`src/rtl/vc_pkg.sv`:
```
package vc_pkg;
  function automatic int idx_width(input int n);
    return (n > 1) ? $clog2(n) : 1;
  endfunction
endpackage

```
`src/rtl/vc_match.sv`:
```
module vc_match #(
  parameter int ENTRIES = 4,
  parameter int ADDR_W  = 26,
  localparam int IDX_W  = vc_pkg::idx_width(ENTRIES)
) (
  input  logic [ENTRIES-1:0]             vld,
  input  logic [ENTRIES-1:0][ADDR_W-1:0] tags,
  input  logic [ADDR_W-1:0]              addr,
  output logic [ENTRIES-1:0]             match_vec,
  output logic                           any_hit,
  output logic [IDX_W-1:0]               hit_idx
);
  // one comparator per entry, all in parallel
  for (genvar g = 0; g < ENTRIES; g++) begin : g_cmp
    assign match_vec[g] = vld[g] && (tags[g] == addr);
  end

  always_comb begin
    hit_idx = '0;
    for (int i = 0; i < ENTRIES; i++)
      if (match_vec[i]) hit_idx = IDX_W'(i);
  end

  assign any_hit = |match_vec;
endmodule

```
`src/rtl/vc_alloc.sv`:
```
module vc_alloc #(
  parameter int ENTRIES = 4,
  localparam int IDX_W  = vc_pkg::idx_width(ENTRIES)
) (
  input  logic               clk,
  input  logic               rst,
  input  logic [ENTRIES-1:0] vld,
  input  logic               take,
  output logic [IDX_W-1:0]   slot_idx,
  output logic               slot_used
);
  logic [IDX_W-1:0] rr_q;
  logic [IDX_W-1:0] free_idx;
  logic             has_free;

  // lowest-numbered free slot
  always_comb begin
    free_idx = '0;
    has_free = 1'b0;
    for (int i = ENTRIES - 1; i >= 0; i--)
      if (!vld[i]) begin
        free_idx = IDX_W'(i);
        has_free = 1'b1;
      end
  end

  assign slot_idx  = has_free ? free_idx : rr_q;
  assign slot_used = !has_free;

  // pointer moves only when a full store is overwritten
  always_ff @(posedge clk) begin
    if (rst)
      rr_q <= '0;
    else if (take && !has_free)
      rr_q <= (rr_q == IDX_W'(ENTRIES - 1)) ? '0 : rr_q + 1'b1;
  end

  p_rr_range_r7: assert property (@(posedge clk) disable iff (rst)
    32'(rr_q) < ENTRIES);
  p_rr_step_r7: assert property (@(posedge clk) disable iff (rst)
    (take && !has_free && rr_q != IDX_W'(ENTRIES - 1)) |=> rr_q == $past(rr_q) + 1'b1);
endmodule

```
`src/rtl/vc_victim_cache.sv`:
```
module vc_victim_cache #(
  parameter int ENTRIES    = 4,
  parameter int ADDR_W     = 26,
  parameter int LINE_BYTES = 32,
  localparam int LINE_W    = LINE_BYTES * 8,
  localparam int IDX_W     = vc_pkg::idx_width(ENTRIES)
) (
  input  logic              clk,
  input  logic              rst,
  input  logic              lk_valid,
  input  logic [ADDR_W-1:0] lk_addr,
  input  logic              ev_valid,
  input  logic [ADDR_W-1:0] ev_addr,
  input  logic              ev_dirty,
  input  logic [LINE_W-1:0] ev_data,
  output logic              hit_valid,
  output logic              hit_dirty,
  output logic [LINE_W-1:0] hit_data,
  output logic              l2_req_valid,
  output logic [ADDR_W-1:0] l2_req_addr,
  output logic              wb_valid,
  output logic [ADDR_W-1:0] wb_addr,
  output logic [LINE_W-1:0] wb_data
);
  // entry state
  logic [ENTRIES-1:0]             vld_q;
  logic [ENTRIES-1:0]             dty_q;
  logic [ENTRIES-1:0][ADDR_W-1:0] tag_q;
  logic [LINE_W-1:0]              data_q [ENTRIES];

  logic [ENTRIES-1:0] match_vec;
  logic               any_hit;
  logic [IDX_W-1:0]   hit_idx;
  logic [IDX_W-1:0]   slot_idx;
  logic               slot_used;

  vc_match #(.ENTRIES(ENTRIES), .ADDR_W(ADDR_W)) i_match (
    .vld(vld_q), .tags(tag_q), .addr(lk_addr),
    .match_vec(match_vec), .any_hit(any_hit), .hit_idx(hit_idx)
  );

  logic swap;
  logic take;
  logic [IDX_W-1:0] wr_idx;
  logic displace_dirty;

  assign swap           = lk_valid && any_hit;
  assign take           = ev_valid && !swap;
  assign wr_idx         = swap ? hit_idx : slot_idx;
  assign displace_dirty = take && slot_used && dty_q[slot_idx];

  vc_alloc #(.ENTRIES(ENTRIES)) i_alloc (
    .clk(clk), .rst(rst), .vld(vld_q), .take(take),
    .slot_idx(slot_idx), .slot_used(slot_used)
  );

  // line data: one write port, no reset
  always_ff @(posedge clk) begin
    if (ev_valid) data_q[wr_idx] <= ev_data;
  end

  // tags and flags
  always_ff @(posedge clk) begin
    if (rst) begin
      vld_q <= '0;
      dty_q <= '0;
      tag_q <= '0;
    end else begin
      if (swap && !ev_valid) vld_q[hit_idx] <= 1'b0;
      if (ev_valid) begin
        vld_q[wr_idx] <= 1'b1;
        dty_q[wr_idx] <= ev_dirty;
        tag_q[wr_idx] <= ev_addr;
      end
    end
  end

  // registered results, read from the pre-write contents
  always_ff @(posedge clk) begin
    if (rst) begin
      hit_valid    <= 1'b0;
      l2_req_valid <= 1'b0;
      wb_valid     <= 1'b0;
    end else begin
      hit_valid    <= swap;
      l2_req_valid <= lk_valid && !any_hit;
      wb_valid     <= displace_dirty;
    end
    hit_dirty   <= dty_q[hit_idx];
    hit_data    <= data_q[hit_idx];
    l2_req_addr <= lk_addr;
    wb_addr     <= tag_q[slot_idx];
    wb_data     <= data_q[slot_idx];
  end

  p_reset_quiet_r1: assert property (@(posedge clk)
    rst |=> !hit_valid && !l2_req_valid && !wb_valid);
  p_one_result_r2: assert property (@(posedge clk) disable iff (rst)
    lk_valid |=> (hit_valid ^ l2_req_valid));
  p_hit_excl_r3: assert property (@(posedge clk) disable iff (rst)
    !(hit_valid && l2_req_valid));
  p_miss_addr_r3: assert property (@(posedge clk) disable iff (rst)
    (lk_valid && !any_hit) |=> l2_req_addr == $past(lk_addr));
  p_unique_r5: assert property (@(posedge clk) disable iff (rst)
    $onehot0(match_vec));
  p_swap_no_wb_r4: assert property (@(posedge clk) disable iff (rst)
    swap |=> !wb_valid);
  p_wb_cause_r8: assert property (@(posedge clk) disable iff (rst)
    wb_valid |-> $past(ev_valid && !swap));
endmodule

```
`config.mk`:
```
export PLATFORM = sky130hd
export DESIGN_NAME = vc_victim_cache
export DESIGN_NICKNAME = d
export VERILOG_FILES = /design/src/rtl/vc_pkg.sv /design/src/rtl/vc_match.sv /design/src/rtl/vc_alloc.sv /design/src/rtl/vc_victim_cache.sv
export SDC_FILE = /design/constraint.sdc
export NUM_CORES = 2
export LEC_CHECK = 0
export ABC_AREA = 1
export CORE_MARGIN = 5
export CORE_UTILIZATION = 35
export DETAILED_ROUTE_END_ITERATION = 7
export DONT_BUFFER_PORTS = 1
export PLACE_DENSITY_LB_ADDON = 0.05
export REMOVE_ABC_BUFFERS = 1
export SYNTH_ARGS = -nofsm -noshare
export SYNTH_HDL_FRONTEND = slang
export SYNTH_SLANG_ARGS = --single-unit
```
`constraint.sdc`:
```
create_clock -name clk -period 26 [get_ports clk]
set_input_delay 5.2 -clock clk [delete_from_list [all_inputs] [get_ports clk]]
set_output_delay 5.2 -clock clk [all_outputs]
set_load 0.1 [all_outputs]
```
**After elaboration in Yosys (flattened, before gate mapping)**

Memory sizes are Yosys's and may differ from the RTL's. A register that Yosys moved wholly into a read port is not among the register bits.
Cells that the tools add are included.

- Memories kept: 1
- Register bits after elaboration: 170
- Input port bits: 313
- RAM bits: 1024
- Output and inout bits: 568

- Muxes and demuxes: 33
- Bitwise logic cells: 3
- Reduce and logical (&&, ||, !) cells: 17
- Order comparisons: 5
- Equality and inequality tests: 5
- Add/sub/neg operators: 1

Memories:

| memory | depth | width | rd ports | clocked after memory_dff | write ports | line | source |
|---|---|---|---|---|---|---|---|
| data_q | 4 | 256 | 2 | 2 | 1 | vc_victim_cache.sv:29 | `logic [LINE_W-1:0] data_q [ENTRIES];` |

Operator list:

| cell | number |
|---|---|
| $bwmux W104 | 1 |
| $eq A26 B26 Y1 | 4 |
| $bmux W26 S2 | 1 |
| $demux W26 S2 | 1 |
| $mux W26 | 2 |
| $mux W2 | 9 |
| $logic_and A1 B1 Y1 | 12 |
| $mux W4 | 3 |
| $mux W1 | 11 |
| $lt A2 B3 Y1 const B | 3 |
| $and A4 B4 Y4 | 1 |
| $bmux W1 S2 | 2 |
| $bwmux W4 | 1 |
| $demux W1 S2 | 2 |
| $ge A2 B1 Y1 const B | 2 |
| $logic_not A1 Y1 | 4 |
| $not A4 Y4 | 1 |
| $or A4 B4 Y4 | 1 |
| $reduce_or A4 Y1 | 1 |
| $add A2 B1 Y2 const B | 1 |
| $eq A2 B2 Y1 const B | 1 |

**Logic depth before layout (Yosys ltp)**

- Depth in word-level cells: 15
- Depth in mapped cells: 21

**Hierarchy**

From an unflattened synthesis, not the netlist that was laid out.

- Cells, all modules: 5625
- Area total of the unflattened synthesis: 62311.0 um2

Modules (own cells, without submodules):

| module | instances | cells an instance | area each (um2) |
|---|---|---|---|
| vc_victim_cache | 1 | 5119 | 60171.5 |
| vc_match | 1 | 481 | 1981.9 |
| vc_alloc | 1 | 25 | 157.7 |

**Least setup slack after synthesis**

Ideal clock, no wire load.

- Path kind: input to register
- Start: input port lk_addr[3]
- End: memory data_q[3][0] (netlist bit), enable pin
- Setup slack: 13.755 ns
- Setup time: 0.607 ns
- Data required time: 25.393 ns
- Stages on the path: 19
- Arrival time: 11.637 ns
- Path through: buf_2 -> inv_2 -> nand2_1 -> nand2_1 -> nor2_1 -> nand2_1 -> nor2_1 -> nand2_1 -> nor2_4 -> nor2_4 -> nand2_2 -> nand2_4 -> nand2_2 -> nand2_2 -> buf_4 -> nand3_2 -> buf_6 -> buf_8 -> inv_1

- Word-level cells in the longest chain between the ends: 6

Ends and longest elaborated chain:

| element | line | source |
|---|---|---|
| from (decl) | vc_victim_cache.sv:11 | `input logic [ADDR_W-1:0] lk_addr,` |
| $eq A26 B26 Y1 | vc_match.sv:15 | `assign match_vec[g] = vld[g] && (tags[g] == addr);` |
| $logic_and A1 B1 Y1 | vc_match.sv:15 |  |
| $mux W1 | vc_match.sv:21 | `if (match_vec[i]) hit_idx = IDX_W'(i);` |
| $mux W2 (2 in series) | vc_match.sv:21 |  |
| $mux W2 * | vc_victim_cache.sv:49 | `assign wr_idx = swap ? hit_idx : slot_idx;` |
| to (decl) | vc_victim_cache.sv:29 |  |

Mark *: on every way between the ends. The rest lies on a longest branch, timed or not.

**Final worst setup path**

- Start: input port lk_addr[23]
- End: memory data_q[2][31] (netlist bit), enable pin

Same word-level chain as after synthesis.

==> run summary <==
The count of pins over their slew limit is 0. The largest net degree at the start of global routing is 187. For this configuration, the core starts out at a cell density of 0.351. The final weighted congestion of routability-driven global placement came out at 0.853. STA classifies the critical path startpoint as an input port.

Setup repair after global routing left no endpoint under its margin. The final total power came out at 6.83 mW. The flow ran to the end, and the final reports show no timing, DRC or antenna violations. The number of primary I/O pins came out at 881. Across every metal layer, demand over resource in global routing totals 0.220. The ratio of final minimum period to clock period came out at 0.405. During synthesis, Yosys emitted a total of 0 warnings. In this run the worst setup path begins at lk_addr[23]. Counting stages on the worst path, the most repeated cell is nand2_1.

For this run, the post-layout net count is 6171. The number of hold-slack violations in the final timing report came to 0. The minimum clock period after layout came out at 10.54 ns. The average cell area after synthesis came out at 10.7 sq um. The residual DRC count came out at 0. In this run the critical register-to-register path is launched from tag_q[79]. The later pin in the worst-skew pair is clocked with a latency of 0.84 ns.

Setup violations remaining at the end of the flow were counted as 0. The critical path in this run is classified as in -> reg. The total via count in the routed design came out at 43606. The critical-path cell with the highest stage delay is inv_8.

The synthesis-to-layout area growth is 13.2%. The arrival time of data at the critical path endpoint came out at 10.99 ns. The worst relative slew slack is 0.210. The count of unique library cells instantiated by Yosys came out at 35. The number of sinks on the clock net came out at 1706. The maximum buffer depth of the clock tree is 3. In this run the post-CTS setup repair buffer count came out at 0. The path type of the worst min-delay path is reg -> reg. The total length of routed wires came out at 219000 microns.

The number of antenna-violating nets in the routed design came out at 0. The setup check on the worst reg-to-reg path leaves a slack of 19.38 ns. Walking the worst path, the cells encountered are inv_2 -> nand2_1 -> nand2_1 -> nor2_1 -> nand2_1 -> nor2_1 -> nand2_1 -> nor2_2 -> nor2_4 -> inv_2 -> nand2_2 -> nand2_2 -> nand3_4 -> inv_8 -> buf_4 -> buf_4 -> buf_4.

The first global-routing pass estimated 311000 microns of wire. The average wire per cell in the routed design came out at 26.0 microns. The number of hold buffers added after cts is 0. The share of the yosys chip area belonging to registers is 0.694. The post-synthesis instance area came out at 64000 sq um.

The number of antenna violations at the first check in global routing came out at 3. The worst clock skew came out at 0.0375 ns. After floorplanning, the core was sized to cover 182000 sq um. The number of DRC violations after detailed-routing iteration 0 is 3072. In the final layout, the share of cells above drive strength 1 is 0.0666. The number of maximum-capacitance constraint violations is 0.

In this run the clock root is driven by a clkbuf_16. The total overflow left after global routing is 0. The vias per cell came out at 5.19.

The required time of the critical path is 26.45 ns. The gate count of the mapped netlist is 5976. At the end of the flow the core is filled with cells to 0.397. The post-synthesis sequential element count came out at 1706. The number of global-route vias before repair came to 42547. The number of gates given a new drive strength after cts came out at 0. The vertical die dimension came out at 438 microns.

In the layout the commonest cells are nand2_1, edfxtp_1, dfxtp_1, inv_1, nor2_1. In this run the worst path has a maximum fanout of 84. The die is 438 microns wide. The H-tree level count came out at 4. The number of inserted filler cells in the final layout came out at 17480.

The endpoint type of the worst setup path is a flop. The library cell used most frequently in the layout, excluding fill and tap cells, is nand2_1. The first TritonRoute pass finished after 7 iterations.

The power density over the cells is 94.3 nW/um^2. The clock transition at the register clock pins on the worst setup and hold paths after CTS came out at 0.06 ns. In this run the static leakage power is 27.0 nW. TritonCTS built the clock tree. The die footprint is 191000 sq um. The peak per-stage delay on the critical path came out at 0.82 ns. The largest voltage drop on the vdd net came out at 58.2 uV. At the pin with the least slew margin, the transition time is 1.18 ns. The worst hold path begins at dty_q[0]. For this run, the top clock speed supported by timing is 94.9 MHz. The number of port buffers is 0.

The total number of placement rows came out at 157. For the final routed database, the setup TNS stands at 0 ns. The multi-input combinational cells in the finished layout cover a total of 16300 sq um. The area taken by flip-flops and latches came out at 44400 sq um. The post-detailed-placement half-perimeter wirelength came out at 135000 microns. The TritonCTS buffer count is 189.
[Yosys cell counts, drive strengths merged]
library cell | instances | area, sq um
nand2 | 1644 | 6210
edfxtp | 1024 | 30700
dfxtp | 682 | 13700
inv | 460 | 1730
clkbuf | 318 | 1190
nor2 | 305 | 1170
a21oi | 296 | 1480
o21ai | 293 | 1470
nand3 | 283 | 1430
a31oi | 282 | 1760
o2111ai | 256 | 2240
buf | 55 | 335
nand4 | 41 | 257
xnor2 | 21 | 184
and2 | 3 | 18.8
nand3b | 3 | 22.5
clkinv | 2 | 7.51
nor3 | 2 | 10.0
xor2 | 2 | 17.5
a311oi | 1 | 8.76
and3 | 1 | 6.26
ha | 1 | 12.5
o22ai | 1 | 6.26
[where the power goes]
part	total [mW]	switching (mW)	internal (mW)
Combinational	0.322	0.235	0.0870
Sequential	3.82	0.786	3.03
Clock	2.69	1.09	1.60
[worst max-delay path, delay by kind of cell]
family,cells,cell delay [ns]
buf+inv,6,2.98
simple gates,11,2.52
[kinds of logic (layout without fill, tap and decap cells)]
logic type / after synthesis / after routing / share of synthesized area
AOI/OAI and AO/OA: 1129 / 1129 / 0.109
xor gates and xnor gates: 23 / 23 / 0.00315
adders and majority gates: 1 / 1 / 0.000196
buffers and inverters: 835 / 882 / 0.0510
DFF: 1706 / 1706 / 0.694
other: 0 / 2 / 0
and+or+nand+nor: 2282 / 2282 / 0.143
[metal layers]
layer / track usage / up-vias / part of all wire
met2: 0.391 / 1320 / 0.51
met4: 0.0805 / 0 / 0.037
met1: 0.253 / 21494 / 0.38
met3: 0.0619 / 309 / 0.073
met5: 0 / - / 0
li1: - / 20483 / -
[final cells by class]
| class | instances | share of cell area |
|---|---|---|
| clock buffer | 301 | 0.0784 |
| sequential | 1706 | 0.613 |
| tap | 2385 | 0.0412 |
| antenna | 2 | 0.0000691 |
| multi-input combinational | 3435 | 0.226 |
| timing repair buffer | 63 | 0.00808 |
| clock inverter | 56 | 0.00900 |
| inverter | 462 | 0.0246 |
[final timing paths]
check                           depth (start not counted)             to
worst max-delay path                                   17  data_q[2][31]
worst min-delay path                                    2      hit_dirty
worst max register to register                         17  data_q[2][31]
worst min register to register                          2      hit_dirty
[stage by stage]
stage	setup slack [ns]	cell area, sq um	instances	hold WS, ns
final	15.46	72400	8410	0.474
after global routing	15.11	72400	8410	0.492
after CTS	15.32	72400	8408	0.476
after detailed placement	14.41	66100	8051	0.467
after global placement	14.46	66100	8051	0.467
after floorplan	-6.94	62400	5603	0.444
[flip-flops by register name (all words and copies together) (netlist names)]
register and flops:
tag_q 104, wb_addr 26, hit_dirty 1, l2_req_valid 1, wb_valid 1, hit_valid 1
i_alloc.rr_q 2, l2_req_addr 26, vld_q 4, dty_q 4, data_q 1024, hit_data 256
wb_data 256
(Power assumes the default switching activity.)
